**src/rtl/osc_gate_meter.sv**
```systemverilog
module osc_gate_meter #(
  parameter int CW          = 24,
  parameter int GW          = 16,
  parameter int NOM_PER_PPS = 10_000_000
) (
  input  logic          clk,
  input  logic          rst_n,
  input  logic          pps_in,
  input  logic [GW-1:0] gate_len,
  input  logic          res_ready,
  input  logic          ovr_clear,
  output logic          res_valid,
  output logic [CW-1:0] res_count,
  output logic [CW-1:0] res_error,
  output logic          overrun
);
  localparam logic [CW-1:0] NOM = CW'(NOM_PER_PPS);

  logic [2:0]    sync_q;
  logic          pps_edge, running, sel, res_sel, gate_end;
  logic [CW-1:0] cnt [2];
  logic [GW-1:0] pulses, gate_q, res_gate, gate_eff;
  logic [GW+CW-1:0] nominal_full;

  always_ff @(posedge clk)
    if (!rst_n) sync_q <= '0;
    else        sync_q <= {sync_q[1:0], pps_in};

  assign pps_edge = sync_q[1] & ~sync_q[2];
  assign gate_eff = (gate_len == '0) ? GW'(1) : gate_len;
  assign gate_end = running && pps_edge && ({1'b0, pulses} + 1'b1 == {1'b0, gate_q});

  always_ff @(posedge clk) begin
    if (!rst_n) begin
      running  <= 1'b0;
      sel      <= 1'b0;
      res_sel  <= 1'b1;
      pulses   <= '0;
      gate_q   <= GW'(1);
      res_gate <= GW'(1);
      cnt[0]   <= '0;
      cnt[1]   <= '0;
    end else if (!running) begin
      if (pps_edge) begin
        running <= 1'b1;
        sel     <= 1'b0;
        cnt[0]  <= CW'(1);
        pulses  <= '0;
        gate_q  <= gate_eff;
      end
    end else if (gate_end) begin
      sel       <= ~sel;
      res_sel   <= sel;
      cnt[~sel] <= CW'(1);
      pulses    <= '0;
      gate_q    <= gate_eff;
      res_gate  <= gate_q;
    end else begin
      cnt[sel] <= cnt[sel] + 1'b1;
      if (pps_edge) pulses <= pulses + 1'b1;
    end
  end

  always_ff @(posedge clk) begin
    if (!rst_n) begin
      res_valid <= 1'b0;
      overrun   <= 1'b0;
    end else begin
      if (gate_end)       res_valid <= 1'b1;
      else if (res_ready) res_valid <= 1'b0;
      if (gate_end && res_valid && !res_ready) overrun <= 1'b1;
      else if (ovr_clear)                      overrun <= 1'b0;
    end
  end

  assign nominal_full = res_gate * NOM;
  assign res_count    = cnt[res_sel];
  assign res_error    = res_count - nominal_full[CW-1:0];

  assert_idle_R1: assert property (@(posedge clk) disable iff (!rst_n)
    !running |-> !res_valid);
  assert_hold_R6: assert property (@(posedge clk) disable iff (!rst_n)
    (res_valid && !res_ready && !gate_end) |=> (res_valid && $stable(res_count) && $stable(res_error)));
  assert_drop_R7: assert property (@(posedge clk) disable iff (!rst_n)
    (res_valid && res_ready && !gate_end) |=> !res_valid);
  assert_ovr_set_R8: assert property (@(posedge clk) disable iff (!rst_n)
    (gate_end && res_valid && !res_ready) |=> overrun);
  assert_ovr_hold_R8: assert property (@(posedge clk) disable iff (!rst_n)
    (overrun && !ovr_clear) |=> overrun);
endmodule

```
**config.mk**
```make
export PLATFORM = sky130hd
export DESIGN_NAME = osc_gate_meter
export DESIGN_NICKNAME = d
export VERILOG_FILES = /design/src/rtl/osc_gate_meter.sv
export SDC_FILE = /design/constraint.sdc
export NUM_CORES = 1
export LEC_CHECK = 0
export BUFFER_PORTS_ARGS = -buffer_cell sky130_fd_sc_hd__buf_2
export CAP_MARGIN = 20
export CORE_MARGIN = 2
export CORE_UTILIZATION = 40
export DETAILED_ROUTE_END_ITERATION = 10
export HOLD_SLACK_MARGIN = 0.15
export MAX_ROUTING_LAYER = met4
export PLACE_DENSITY = 0.56
export SLEW_MARGIN = 10
export SYNTH_ARGS = -nofsm -noshare
export SYNTH_HDL_FRONTEND = slang
export SYNTH_SLANG_ARGS = --single-unit
export TNS_END_PERCENT = 30
```
**constraint.sdc**
```tcl
create_clock -name clk -period 5.61 [get_ports clk]
set_clock_uncertainty 0.05 [all_clocks]
set_input_delay 0.2805 -clock clk [delete_from_list [all_inputs] [get_ports clk]]
set_output_delay 0.2805 -clock clk [all_outputs]
set_load 0.01 [all_outputs]
```
# Word-level counts from Yosys, hierarchy flattened
# Memories as Yosys holds them, arrays and structs flattened. A register that Yosys moved wholly into a read port is not among the register bits.
# Cells that the tools add are included.
# classes
add_sub_neg	4
mul	1
eq_ne	2
muxes	40
n_bitwise	4
n_reduce_logical	15
# ops
operator	n
two-way mux 16 bit	8
two-way mux 24 bit	3
OR reduction 24 bit	2
two-way mux 1 bit	29
adder 24 x 1 -> 24 bit, second input constant	1
subtractor 24 bit	1
adder 16 x 1 -> 17 bit, second input constant	1
== test 17 x 16 -> 1 bit	1
multiplier 16 x 17 -> 17 bit, second input constant	1
adder 16 x 1 -> 16 bit, second input constant	1
zero test 16 bit	1
nonzero test 2 bit	4
AND reduction 2 bit	3
logical AND 1 bit	4
!= test 2 x 1 -> 1 bit, second input constant	1
NOT 1 bit	2
AND 1 bit	1
zero test 1 bit	1
bitwise OR 1 bit	1
# word_totals
register_bits	56
ram_bits	48
input_bits	21
out_inout_bits	50
mem_count	1
# mem_list
memory	words	word_bits	rd	rd_ports_with_merged_regs	write_ports	line	rtl
cnt	2	24	2	2	2	21	logic [CW-1:0] cnt [2];

# Longest topological paths before layout
# depth
depth_word	11
ltp_mapped	22
mapped_depth_nobuf	22

# Worst setup path after synthesis
# No wires, ideal clock.
# synth_path
kind	register -> output
from	register res_gate[4]
to	output res_error[22]
arrival_time_ns	5.167
slack_ns	0.113
path_stages_with_launch	20
cell_sequence	dfxtp_1 > ha_1 > fa_1 > ha_1 > ha_1 > fa_1 > inv_1 > fa_1 > inv_1 > ha_1 > or2_2 > o31a_1 > a41oi_1 > nand2b_1 > xnor2_1 > ha_1 > and3_1 > a211o_1 > a21oi_1 > xnor2_1
# synth_between
elab_chain_len	2
# synth_rtl
item	line	rtl
from (decl)	22	logic [GW-1:0] pulses, gate_q, res_gate, gate_eff;
from (signal assigned)	57	res_gate <= gate_q;
multiplier 16 x 17 -> 17 bit	76	assign nominal_full = res_gate * NOM;
subtractor 24 bit	78	assign res_error = res_count - nominal_full[CW-1:0];
to (decl)	14	output logic [CW-1:0] res_error,
# No other way between the ends.

# Final worst setup path
# layout_path
from	register res_gate[5]
to	output res_error[21]
# The elaborated chain is that of the path after synthesis.

==> results.toml <==
[detailed_routing]
drc = 0
first_pass_iters = 4
vias = 6581
via_per_inst = 5.174
wirelength_um = 19630
antenna_left = 0
drtIter0Drc = 256
avgRoutedWirePerCell_um = 15.43

[synthesis]
synth_fp_nets = 1055
syn_inst = 907
synth-main-ff-cell = "dfxtp_1"
synth_edf_count = 48
yosysWarningCount = 0
synth_area_um2 = 8662
ys_types = 67
synth_seq_cells = 106
ys_seq_area_share_pct = 30.04
ys_top_cells_by_area = "edfxtp_1 (17%), ha_1 (14%), dfxtp_1 (13%)"
synth_area_leader_cell = "edfxtp_1"
avgSynthCellArea_um2 = 9.550
synth_top_area_share_pct = 16.64
synthArstFlopShare_pct = 0

[cts]
cts_root_buf = "clkbuf_16"
numCtsBuffers = 9
cts_sinks = 106
htree_levels = 3
cts_tree = "done"
clock_path_buffers = 2
clk_latency_ns = 0.36
path_clk_slew_ns = 0.07

[die]
fp-row-count = 53
pin_count = 71
die_h_um = 151.2
die_area_um2 = 22850
start_util_pct = 40.95
core_area_um2 = 21150
die_x_um = 151.2

[timing]
maxSlewHeadroom_pct = 32.94
max_freq_mhz = 176.7
hold-worst-slack_ns = 0.1610
drv_slew = 0
worst_pin_slew_ns = 1.006
hold_viol = 0
finalCritPeriodShare_pct = 100.9
rsz0062_at_grt = "true"
fin_crit_ns = 5.659
finalSetupViolations = 3
setup_slack_ns = -0.04870

[status]
status = "finished with violations"
violations = "negative setup slack"

[power]
internal_power_mw = 1.268
p_leak_nw = 4.256
switching_share_pct = 25.87
pwr-share-clk_pct = 38.3
combinationalPowerShare_pct = 11.8
switching_power_uw = 442.5
p_per_area_nw_per_um2 = 169.4
vdd_drop_max_uv = 176.0
pwr-share-seq_pct = 49.9

[setup_path]
cp-end-kind = "output pin"
crit_start = "res_gate[5]$_SDFFE_PN0P_"
required_ns = 5.28
crit_path_end = "res_error[21]"
rr_worst_depth = 7
worstSetupStartpointType = "flip-flop"
path_max_fanout = 4
reg2reg_slack_ns = 1.65
reg2reg_to = "cnt[1][23]$_SDFFCE_PN0P_"
crit_arrival_ns = 5.33
crit_type = "flip-flop to output pin"

[placed_design]
gp_congestion = 0.8600
pre_cts_slack_ns = -0.05729
port_buffers = 70
dp_hpwl_um = 14510

[finish]
diodes = 0
fillers = 2046
final_nets = 1140
area_growth_pct = 16.52
fin_util_pct = 47.71
final_common_cell = "nor2_1"
layout_common_cells = "nor2_1 (92), ha_1 (79), buf_2 (70)"
drive_gt1_share_pct = 20.86

[global_route]
track_usage_pct = 18.14
grt_max_degree = 48
grt.overflow.total = 0
grt_antenna_before_repair = 0
grt_pass1_wl_um = 31420
grt_pass1_vias = 6257

[flow_run]
cap_violations = 0

[min_path]
hp-class = "input pin to flip-flop"
-- Yosys cell counts, types with 3 or more instances --
cell	n
mux2i_1	37
o21a_1	6
nand3_1	41
buf_4	13
xor2_1	40
a31oi_1	5
ha_1	97
nor2b_1	14
edfxtp_1	48
fa_1	30
a21oi_1	31
a21o_1	6
inv_1	63
nand3b_1	9
nor4_1	9
xnor2_1	57
a41oi_1	4
a211oi_1	3
nand2_1	53
a31o_2	4
or2_2	6
nor2_1	92
o31a_1	7
and3_1	7
nand4_1	12
nor3_1	14
clkbuf_1	16
dfxtp_1	58
nand2b_1	11
mux2_2	25
o21ai_0	23
o31ai_1	3
and4_1	3
buf_2	10
and2_1	8
-- routing by layer --
metal | vias up | share of wire [%] | global-route usage (%)
met3 | 13 | 2.1 | 1.928
met1 | 3167 | 49 | 23.91
met5 | - | 0 | -
met2 | 80 | 48 | 29.98
met4 | 0 | 1.2 | 4.673
li1 | 3321 | - | -
-- stage by stage --
| step | instances | total power, mW | cell area, um^2 | setup TNS [ns] |
|---|---|---|---|---|
| CTS | 1273 | 1.726 | 10060 | -0.04863 |
| detailed placement | 1236 | 1.063 | 9306 | -0.07175 |
| global route | 1272 | 1.779 | 10090 | -0.8856 |
| floorplan | 907 | 0.9951 | 8662 | 0 |
| global placement | 1236 | 1.062 | 9306 | -0.01294 |
| finish | 1272 | 1.710 | 10090 | -0.1260 |
-- sequential cells by signal, summed over array words and instances, names as in the netlist, named ones only --
signal     flops
cnt           48
gate_q        16
pulses        16
res_gate      16
sync_q         3
overrun        1
res_sel        1
res_valid      1
running        1
sel            1
-- worst min path at each step --
stage          depth (start not counted)                endpoint  slack [ns]                  from
2_1_floorplan                          1    sync_q[0]$_SDFF_PN0_        0.36                pps_in
3_3_place_gp                           1    sync_q[1]$_SDFF_PN0_        0.36  sync_q[0]$_SDFF_PN0_
3_5_place_dp                           1    sync_q[1]$_SDFF_PN0_        0.37  sync_q[0]$_SDFF_PN0_
4_1_cts                                4  res_valid$_SDFFE_PN0P_        0.15             res_ready
5_1_grt                                4  res_valid$_SDFFE_PN0P_        0.19             res_ready
6_report                               4  res_valid$_SDFFE_PN0P_        0.16             res_ready
-- logic make-up (layout without fill, tap and decap cells) --
kind of cell,after synthesis,in the layout,share of synthesized area [%]
muxes,62,62,7.526
adders and majority gates,127,127,20.94
xor gates and xnor gates,98,98,10.07
buffers and inverters,108,198,5.879
AOI/OAI and AO/OA,111,111,8.508
DFF,106,106,30.04
and+or+nand+nor,295,295,17.03
-- area by class of cell --
class                   instances  area [um^2]  area share (%)
clock buffers                   9        225.2           2.231
clock inverters                 7        76.32          0.7562
inverters                      63        236.5           2.343
multi-input cells             693         5827           57.73
flip-flops and latches        106         2621           25.97
well taps                     275        344.1           3.409
repair buffers                119        763.2           7.562
-- worst max-delay path, stage by stage, from the launching register on --
cell      delay (ns)
dfxtp_4         0.37
ha_4            0.26
xor2_2          0.17
ha_2            0.16
a21o_1          0.18
ha_4            0.25
ha_4            0.26
inv_2           0.03
fa_2            0.53
fa_1            0.43
inv_2           0.10
ha_4            0.20
o21a_1          0.11
o31a_1          0.28
a41oi_2         0.22
nand2b_1        0.12
xnor2_2         0.18
ha_1            0.30
nand2_1         0.05
o41a_1          0.36
buf_4           0.16
xnor2_1         0.11
buf_2           0.14
-- power groups by stage --
| stage | clock network [mW] | registers (mW) | logic, mW |
|---|---|---|---|
| detailed placement | 0 | 0.872 | 0.191 |
| finish | 0.655 | 0.853 | 0.202 |
| global route | 0.700 | 0.857 | 0.222 |
| global placement | 0 | 0.871 | 0.190 |
| floorplan | 0 | 0.864 | 0.131 |
| CTS | 0.671 | 0.853 | 0.202 |
-- repair_timing --
| action | 4_1_cts | 5_1_grt |
|---|---|---|
| hold endpoints to repair | 15 | 0 |
| setup buffers | 6 | 0 |
| endpoints found under the setup margin | 6 | 5 |
| pin swaps | 27 | 19 |
| hold buffers | 15 | 0 |
| resized for setup | 43 | 10 |
Power figures use the tool's default switching activity.
